## config.mk

```make
export PLATFORM = sky130hd
export DESIGN_NAME = sync_shift_port
export DESIGN_NICKNAME = d
export VERILOG_FILES = /design/src/rtl/ssp_pkg.sv /design/src/rtl/ssp_bit_timer.sv /design/src/rtl/ssp_shifter.sv /design/src/rtl/sync_shift_port.sv
export SDC_FILE = /design/constraint.sdc
export NUM_CORES = 1
export LEC_CHECK = 0
export BUFFER_PORTS_ARGS = -buffer_cell sky130_fd_sc_hd__buf_2
export CORE_ASPECT_RATIO = 1.5
export CORE_UTILIZATION = 40
export CTS_BUF_LIST = sky130_fd_sc_hd__clkbuf_2
export DETAILED_ROUTE_END_ITERATION = 8
export GPL_ROUTABILITY_DRIVEN = 0
export PLACE_DENSITY = 0.63
export SETUP_SLACK_MARGIN = 0.15
export SLEW_MARGIN = 20
export SYNTH_ARGS = -nofsm -noshare
export SYNTH_HDL_FRONTEND = slang
export SYNTH_SLANG_ARGS = --single-unit
export TNS_END_PERCENT = 100
```

## constraint.sdc

```tcl
create_clock -name clk -period 3.81 [get_ports clk]
set_input_delay 0.1905 -clock clk [delete_from_list [all_inputs] [get_ports clk]]
set_output_delay 0.1905 -clock clk [all_outputs]
set_load 0.05 [all_outputs]
```

## src/rtl/ssp_pkg.sv

```systemverilog
// Package: shared types for the synchronous shift port.
// Assumes: nothing beyond IEEE 1800-2017.
package ssp_pkg;
    typedef enum logic {
        XF_TX = 1'b0,
        XF_RX = 1'b1
    } xfer_dir_e;
endpackage

```

## src/rtl/ssp_bit_timer.sv

```systemverilog
// Module: bit-cell timer. Counts oscillator clocks inside a bit cell and
// bit cells inside a byte, and decodes the shift-clock low window and the
// cell events. Assumes `clear` and `run` never matter in the same cycle.
module ssp_bit_timer #(
    parameter int DATA_W       = 8,
    parameter int CLKS_PER_BIT = 12,
    parameter int SETUP_CLKS   = 10,
    parameter int LOW_CLKS     = 6
) (
    input  logic                            clk,
    input  logic                            rst_n,
    input  logic                            clear,
    input  logic                            run,
    output logic [$clog2(CLKS_PER_BIT)-1:0] phase_o,
    output logic [$clog2(DATA_W)-1:0]       bit_o,
    output logic                            rise_o,
    output logic                            slot_end_o,
    output logic                            last_bit_o,
    output logic                            low_win_o
);
    localparam int PH_W    = $clog2(CLKS_PER_BIT);
    localparam int BIT_W   = $clog2(DATA_W);
    localparam int LOW_BEG = SETUP_CLKS - LOW_CLKS;
    localparam int LOW_END = SETUP_CLKS - 1;

    logic [PH_W-1:0]  phase_q;
    logic [BIT_W-1:0] bit_q;

    // Advance the phase within a cell and the cell index within a byte.
    always_ff @(posedge clk) begin
        if (!rst_n) begin
            phase_q <= '0;
            bit_q   <= '0;
        end else if (clear) begin
            phase_q <= '0;
            bit_q   <= '0;
        end else if (run) begin
            if (phase_q == PH_W'(CLKS_PER_BIT - 1)) begin
                phase_q <= '0;
                bit_q   <= bit_q + 1'b1;
            end else begin
                phase_q <= phase_q + 1'b1;
            end
        end
    end

    // Decode cell events from the counters.
    always_comb begin
        rise_o     = (phase_q == PH_W'(LOW_END));
        slot_end_o = (phase_q == PH_W'(CLKS_PER_BIT - 1));
        last_bit_o = (bit_q == BIT_W'(DATA_W - 1));
        low_win_o  = (phase_q >= PH_W'(LOW_BEG)) && (phase_q <= PH_W'(LOW_END));
    end

    assign phase_o = phase_q;
    assign bit_o   = bit_q;
endmodule

```

## src/rtl/ssp_shifter.sv

```systemverilog
// Module: shared data shift register. Shifts right at the end of each cell
// when sending. When receiving, it shifts the pin value into the top bit at
// each rising shift-clock edge. Assumes the events come from ssp_bit_timer.
module ssp_shifter
    import ssp_pkg::*;
#(
    parameter int DATA_W = 8
) (
    input  logic              clk,
    input  logic              rst_n,
    input  logic              load,
    input  logic [DATA_W-1:0] load_val,
    input  xfer_dir_e         dir,
    input  logic              run,
    input  logic              rise,
    input  logic              slot_end,
    input  logic              last_bit,
    input  logic              sd_in,
    output logic              sd_bit_o,
    output logic [DATA_W-1:0] rx_byte_o
);
    logic [DATA_W-1:0] shreg_q;
    logic [DATA_W-1:0] rx_q;
    logic [DATA_W-1:0] shift_in;

    // Value the register takes when it captures the pin.
    always_comb shift_in = {sd_in, shreg_q[DATA_W-1:1]};

    // Load, then shift out or shift in depending on direction.
    always_ff @(posedge clk) begin
        if (!rst_n) begin
            shreg_q <= '0;
        end else if (load) begin
            shreg_q <= load_val;
        end else if (run) begin
            if (dir == XF_TX && slot_end) begin
                shreg_q <= {1'b0, shreg_q[DATA_W-1:1]};
            end else if (dir == XF_RX && rise) begin
                shreg_q <= shift_in;
            end
        end
    end

    // Publish the received byte on the final sampling edge.
    always_ff @(posedge clk) begin
        if (!rst_n) begin
            rx_q <= '0;
        end else if (run && dir == XF_RX && rise && last_bit) begin
            rx_q <= shift_in;
        end
    end

    assign sd_bit_o  = shreg_q[0];
    assign rx_byte_o = rx_q;
endmodule

```

## src/rtl/sync_shift_port.sv

```systemverilog
// Module: top of the synchronous shift port. Accepts a transmit or receive
// request while idle, sequences one byte with the bit timer and shifter,
// and pulses done on the last rising shift-clock edge.
// Assumes: requests are single-cycle, and transmit wins a tie.
module sync_shift_port
    import ssp_pkg::*;
#(
    parameter int DATA_W       = 8,
    parameter int CLKS_PER_BIT = 12,
    parameter int SETUP_CLKS   = 10,
    parameter int LOW_CLKS     = 6
) (
    input  logic              clk,
    input  logic              rst_n,
    input  logic              start_tx,
    input  logic              start_rx,
    input  logic [DATA_W-1:0] tx_byte,
    input  logic              sd_in,
    output logic              sclk,
    output logic              sd_out,
    output logic              sd_oe,
    output logic              busy,
    output logic              done,
    output logic [DATA_W-1:0] rx_byte
);
    localparam int PH_W  = $clog2(CLKS_PER_BIT);
    localparam int BIT_W = $clog2(DATA_W);

    xfer_dir_e        dir_q;
    logic             busy_q;
    logic             done_q;
    logic             accept;
    logic [PH_W-1:0]  phase_q;
    logic [BIT_W-1:0] bit_q;
    logic             ev_rise;
    logic             ev_slot_end;
    logic             ev_last;
    logic             low_win;
    logic             sd_bit;
    logic             dir_is_rx;

    // A request is taken only while idle.
    always_comb accept = !busy_q && (start_tx || start_rx);

    // Control: busy, direction and the completion pulse.
    always_ff @(posedge clk) begin
        if (!rst_n) begin
            busy_q <= 1'b0;
            dir_q  <= XF_TX;
            done_q <= 1'b0;
        end else begin
            done_q <= busy_q && ev_rise && ev_last;
            if (accept) begin
                busy_q <= 1'b1;
                dir_q  <= start_tx ? XF_TX : XF_RX;
            end else if (busy_q && ev_slot_end && ev_last) begin
                busy_q <= 1'b0;
            end
        end
    end

    ssp_bit_timer #(
        .DATA_W      (DATA_W),
        .CLKS_PER_BIT(CLKS_PER_BIT),
        .SETUP_CLKS  (SETUP_CLKS),
        .LOW_CLKS    (LOW_CLKS)
    ) u_timer (
        .clk       (clk),
        .rst_n     (rst_n),
        .clear     (accept),
        .run       (busy_q),
        .phase_o   (phase_q),
        .bit_o     (bit_q),
        .rise_o    (ev_rise),
        .slot_end_o(ev_slot_end),
        .last_bit_o(ev_last),
        .low_win_o (low_win)
    );

    ssp_shifter #(
        .DATA_W(DATA_W)
    ) u_shift (
        .clk      (clk),
        .rst_n    (rst_n),
        .load     (accept),
        .load_val (tx_byte),
        .dir      (dir_q),
        .run      (busy_q),
        .rise     (ev_rise),
        .slot_end (ev_slot_end),
        .last_bit (ev_last),
        .sd_in    (sd_in),
        .sd_bit_o (sd_bit),
        .rx_byte_o(rx_byte)
    );

    // Pin outputs: clock low only inside the window, drive only when sending.
    always_comb begin
        dir_is_rx = (dir_q == XF_RX);
        sclk      = !(busy_q && low_win);
        sd_oe     = busy_q && !dir_is_rx;
        sd_out    = sd_oe ? sd_bit : 1'b1;
    end

    assign busy = busy_q;
    assign done = done_q;
endmodule

```

==> qor.csv <==
stage;metric;value;unit
status;status;finished clean;
synth;Synth warnings;0;
synth;Synth top area share;41.2;%
timing;Hold Slack;72.6;ps
setup_path;Crit. End Element;output port;
setup_path;RR Startpoint;busy;
floorplan;# IOs;26;
clock_network;Max Buffers Root-to-Sink;2;
timing;period utilization;56.0;%
setup_path;CP startpoint kind;flop;
floorplan;core footprint;0.00294;mm2
setup_path;FF-to-FF setup slack;2100;ps
grt;first-pass GRT wire length;4440;um
setup_path;worst-path maximum fanout;20;
synth;ys async rst share;0;%
timing;Slew Viols, Final;0;
timing;Slew @ Worst Pin;587;ps
clock_network;clk_lat worst skew;340;ps
timing;Worst slew margin;60.8;%
synth;largest area contributor in the netlist;dfxtp_1;
cells_and_area;Antenna Cells;0;
setup_path;crit path to;sd_out;
placement;Port Buffers;25;
placement;Place WS;2110;ps
synth;unique cell type count in the Yosys netlist;35;
floorplan;row count;24;
cells_and_area;fin util;48.4;%
timing;final setup margin;1680;ps
timing;# setup viols final;0;
route;Detail Route Antenna Nets;0;
setup_path;Crit Path Category;reg2out;
floorplan;Die H;70.8;um
setup_path;terminus of the critical flop-to-flop path;u_timer.phase_o[3];
power;Lkg Pwr;0.557;nW
synth;most frequent cells after synthesis;26 x dfxtp_1, 23 x o21ai_0, 11 x a21oi_1, 10 x nand3_1;
grt;initial antenna violation count;0;
timing;Setup TNS;0;ps
route;via count;1089;
synth;Yosys reg bits;26;
cells_and_area;Area Growth Syn to Fin;12.8;%
cells_and_area;fillcell total;329;
clock_network;CTS tree;done;
timing;RSZ-0062 raised after global routing;false;
synth;Synth Area per Inst;9.02;um2
synth;sequential area share after synthesis;41.2;%
placement;post-DP HPWL;2020;um
route;# DRC;0;
synth;count leader, synth;dfxtp_1;
clock_network;CTS clk-pin slew, worst paths;240;ps
timing;Tmin final;2130;ps
floorplan;Initial Util;42.9;%
clock_network;H-tree levels;1;
clock_network;clock sinks;26;
route;vias per inst;5.45;
min_path;hold depth;3;
setup_path;Max stage delay on crit path;750;ps
clock_network;Setup Buffers After CTS;0;
floorplan;Die Wd;47.9;um
synth;Syn Nets;158;
synth;top_reg_cell synth;dfxtp_1;
route;routed len/inst;13.3;um
grt;Tot GR Track Use;17.6;%
setup_path;Slowest-stage cell, CP;dfxtp_1;
synth;Gate Count Post-Synth;140;
cells_and_area;layout cells sized above 1;21.7;%
power;pwr dens;370;mW/mm2
clock_network;clock root buffer;clkbuf_2;
cells_and_area;Nets;180;
clock_network;Resize count post-CTS;0;
floorplan;die area;0.00339;mm2
grt;largest net degree at the start of global routing;21;
route;final wirelength;2660;um
synth;number of enable flip-flop cells after synthesis;0;
setup_path;Register-to-Register Path Depth;3;
grt;number of global-route vias before repair;1022;
min_path;Hold Crit Class;in2reg;
setup_path;Worst EP required;3620;ps
power;Peak VDD IR;195;uV
grt;total gr overflow;0;
timing;clock skew;6.10;ps
setup_path;CP startpoint;busy;
route;Iter 0 DRT Violations;26;
synth;Netlist Area Pre-Place;0.00126;mm2
setup_path;Worst EP arrival;1940;ps
timing;Hold Fails Final Rpt;0;
synth;synth top area cells;dfxtp_1 41%, o21ai_0 9.1%, ha_1 5.0%;
clock_network;TritonCTS Buffers;3;
timing;fmax;469;MHz
route;Pre-Repair DR Iteration Count;4;
flow_run;max cap viols;0;
setup_path;worst-path cell chain;inv_1 -> or3_1 -> buf_2;
layout by cell type (no fill, tap or decap), drive strengths merged:
| cell | n |
|---|---|
| o21bai | 1 |
| a21oi | 12 |
| o211ai | 1 |
| mux2 | 1 |
| a32oi | 1 |
| clkbuf | 3 |
| a31oi | 7 |
| nand3 | 10 |
| o21a | 2 |
| a211oi | 1 |
| buf | 25 |
| o21ai | 23 |
| nand2 | 3 |
| a211o | 1 |
| clkinv | 1 |
| or3 | 1 |
| bufinv | 1 |
| xor2 | 2 |
| ha | 5 |
| dlygate4sd3 | 1 |
| dfxtp | 26 |
| nor2 | 8 |
| nand4 | 8 |
| and3 | 1 |
| nand4b | 1 |
| nand3b | 2 |
| o21ba | 1 |
| mux2i | 5 |
| nor2b | 2 |
| nor3b | 1 |
| inv | 3 |
| and3b | 1 |
cells by family (layout without fill, tap and decap cells):
logic type / Yosys count / after routing / share of synthesized area (%)
AND/OR/NAND/NOR: 38 / 38 / 16.9
adder cells (fa/ha/maj): 5 / 5 / 4.96
AO/OA/AOI/OAI: 50 / 50 / 23.1
XOR/XNOR: 2 / 2 / 1.39
flip-flops: 26 / 26 / 41.2
multiplexers: 6 / 6 / 5.85
buffers and inverters: 13 / 34 / 6.54
final cells by class:
type,instances,area [um2],area share [%]
Multi-Input combinational cell,101,659,46.3
Timing Repair Buffer,26,135,9.49
Inverter,4,15.0,1.05
Clock buffer,3,15.0,1.05
Tap cell,39,48.8,3.43
Sequential cell,26,520,36.6
Clock inverter,1,30.0,2.11
where the power goes:
part / switching [W] / internal [W] / leakage, nW
clock: 0.0000801 / 0.0000904 / 0.0266
sequential: 0.0000146 / 0.000283 / 0.212
combinational: 0.0000366 / 0.0000221 / 0.318
total: 0.000131 / 0.000396 / 0.557
metrics by stage:
step	power, W	instance area (um2)	instances
finish	0.000527	1420	200
global route	0.000554	1420	200
CTS	0.000533	1410	199
detailed placement	0.000361	1370	195
global placement	0.000359	1370	195
floorplan	0.000344	1260	140
metal layers:
metal / vias to the layer above / GRT usage, % / wire length, um
met2: 21 / 29.4 / 1400
li1: 559 / - / -
met4: 0 / 8.02 / 53
met3: 4 / 2.30 / 70
met1: 505 / 21.2 / 1140
met5: - / 0 / 0
sequential cells by signal (all words and copies together) (netlist names):
register,cells
dir_is_rx,1
u_shift.shreg_q,8
busy,1
u_timer.phase_o,4
u_shift.rx_byte_o,8
done,1
u_timer.bit_o,3
worst max-delay path, delay by kind of cell (launching register included):
kind	cells	cell delay, ps
and+or+nand+nor	1	400
buffers and inverters	2	450
DFF	1	750
repair_timing:
item,CTS,global route
hold buffers,0,1
setup endpoints to repair,0,0
endpoints found under the hold margin,0,1
how the worst min path moves through the flow:
stage              from              endpoint  slack, ps
4_1_cts        start_tx             dir_is_rx         20
6_report          sd_in  u_shift.rx_byte_o[7]         70
3_3_place_gp   start_tx             dir_is_rx        440
3_5_place_dp   start_tx             dir_is_rx        440
2_1_floorplan  start_tx             dir_is_rx        290
5_1_grt           sd_in  u_shift.rx_byte_o[7]         40
(Power assumes the default switching activity.)
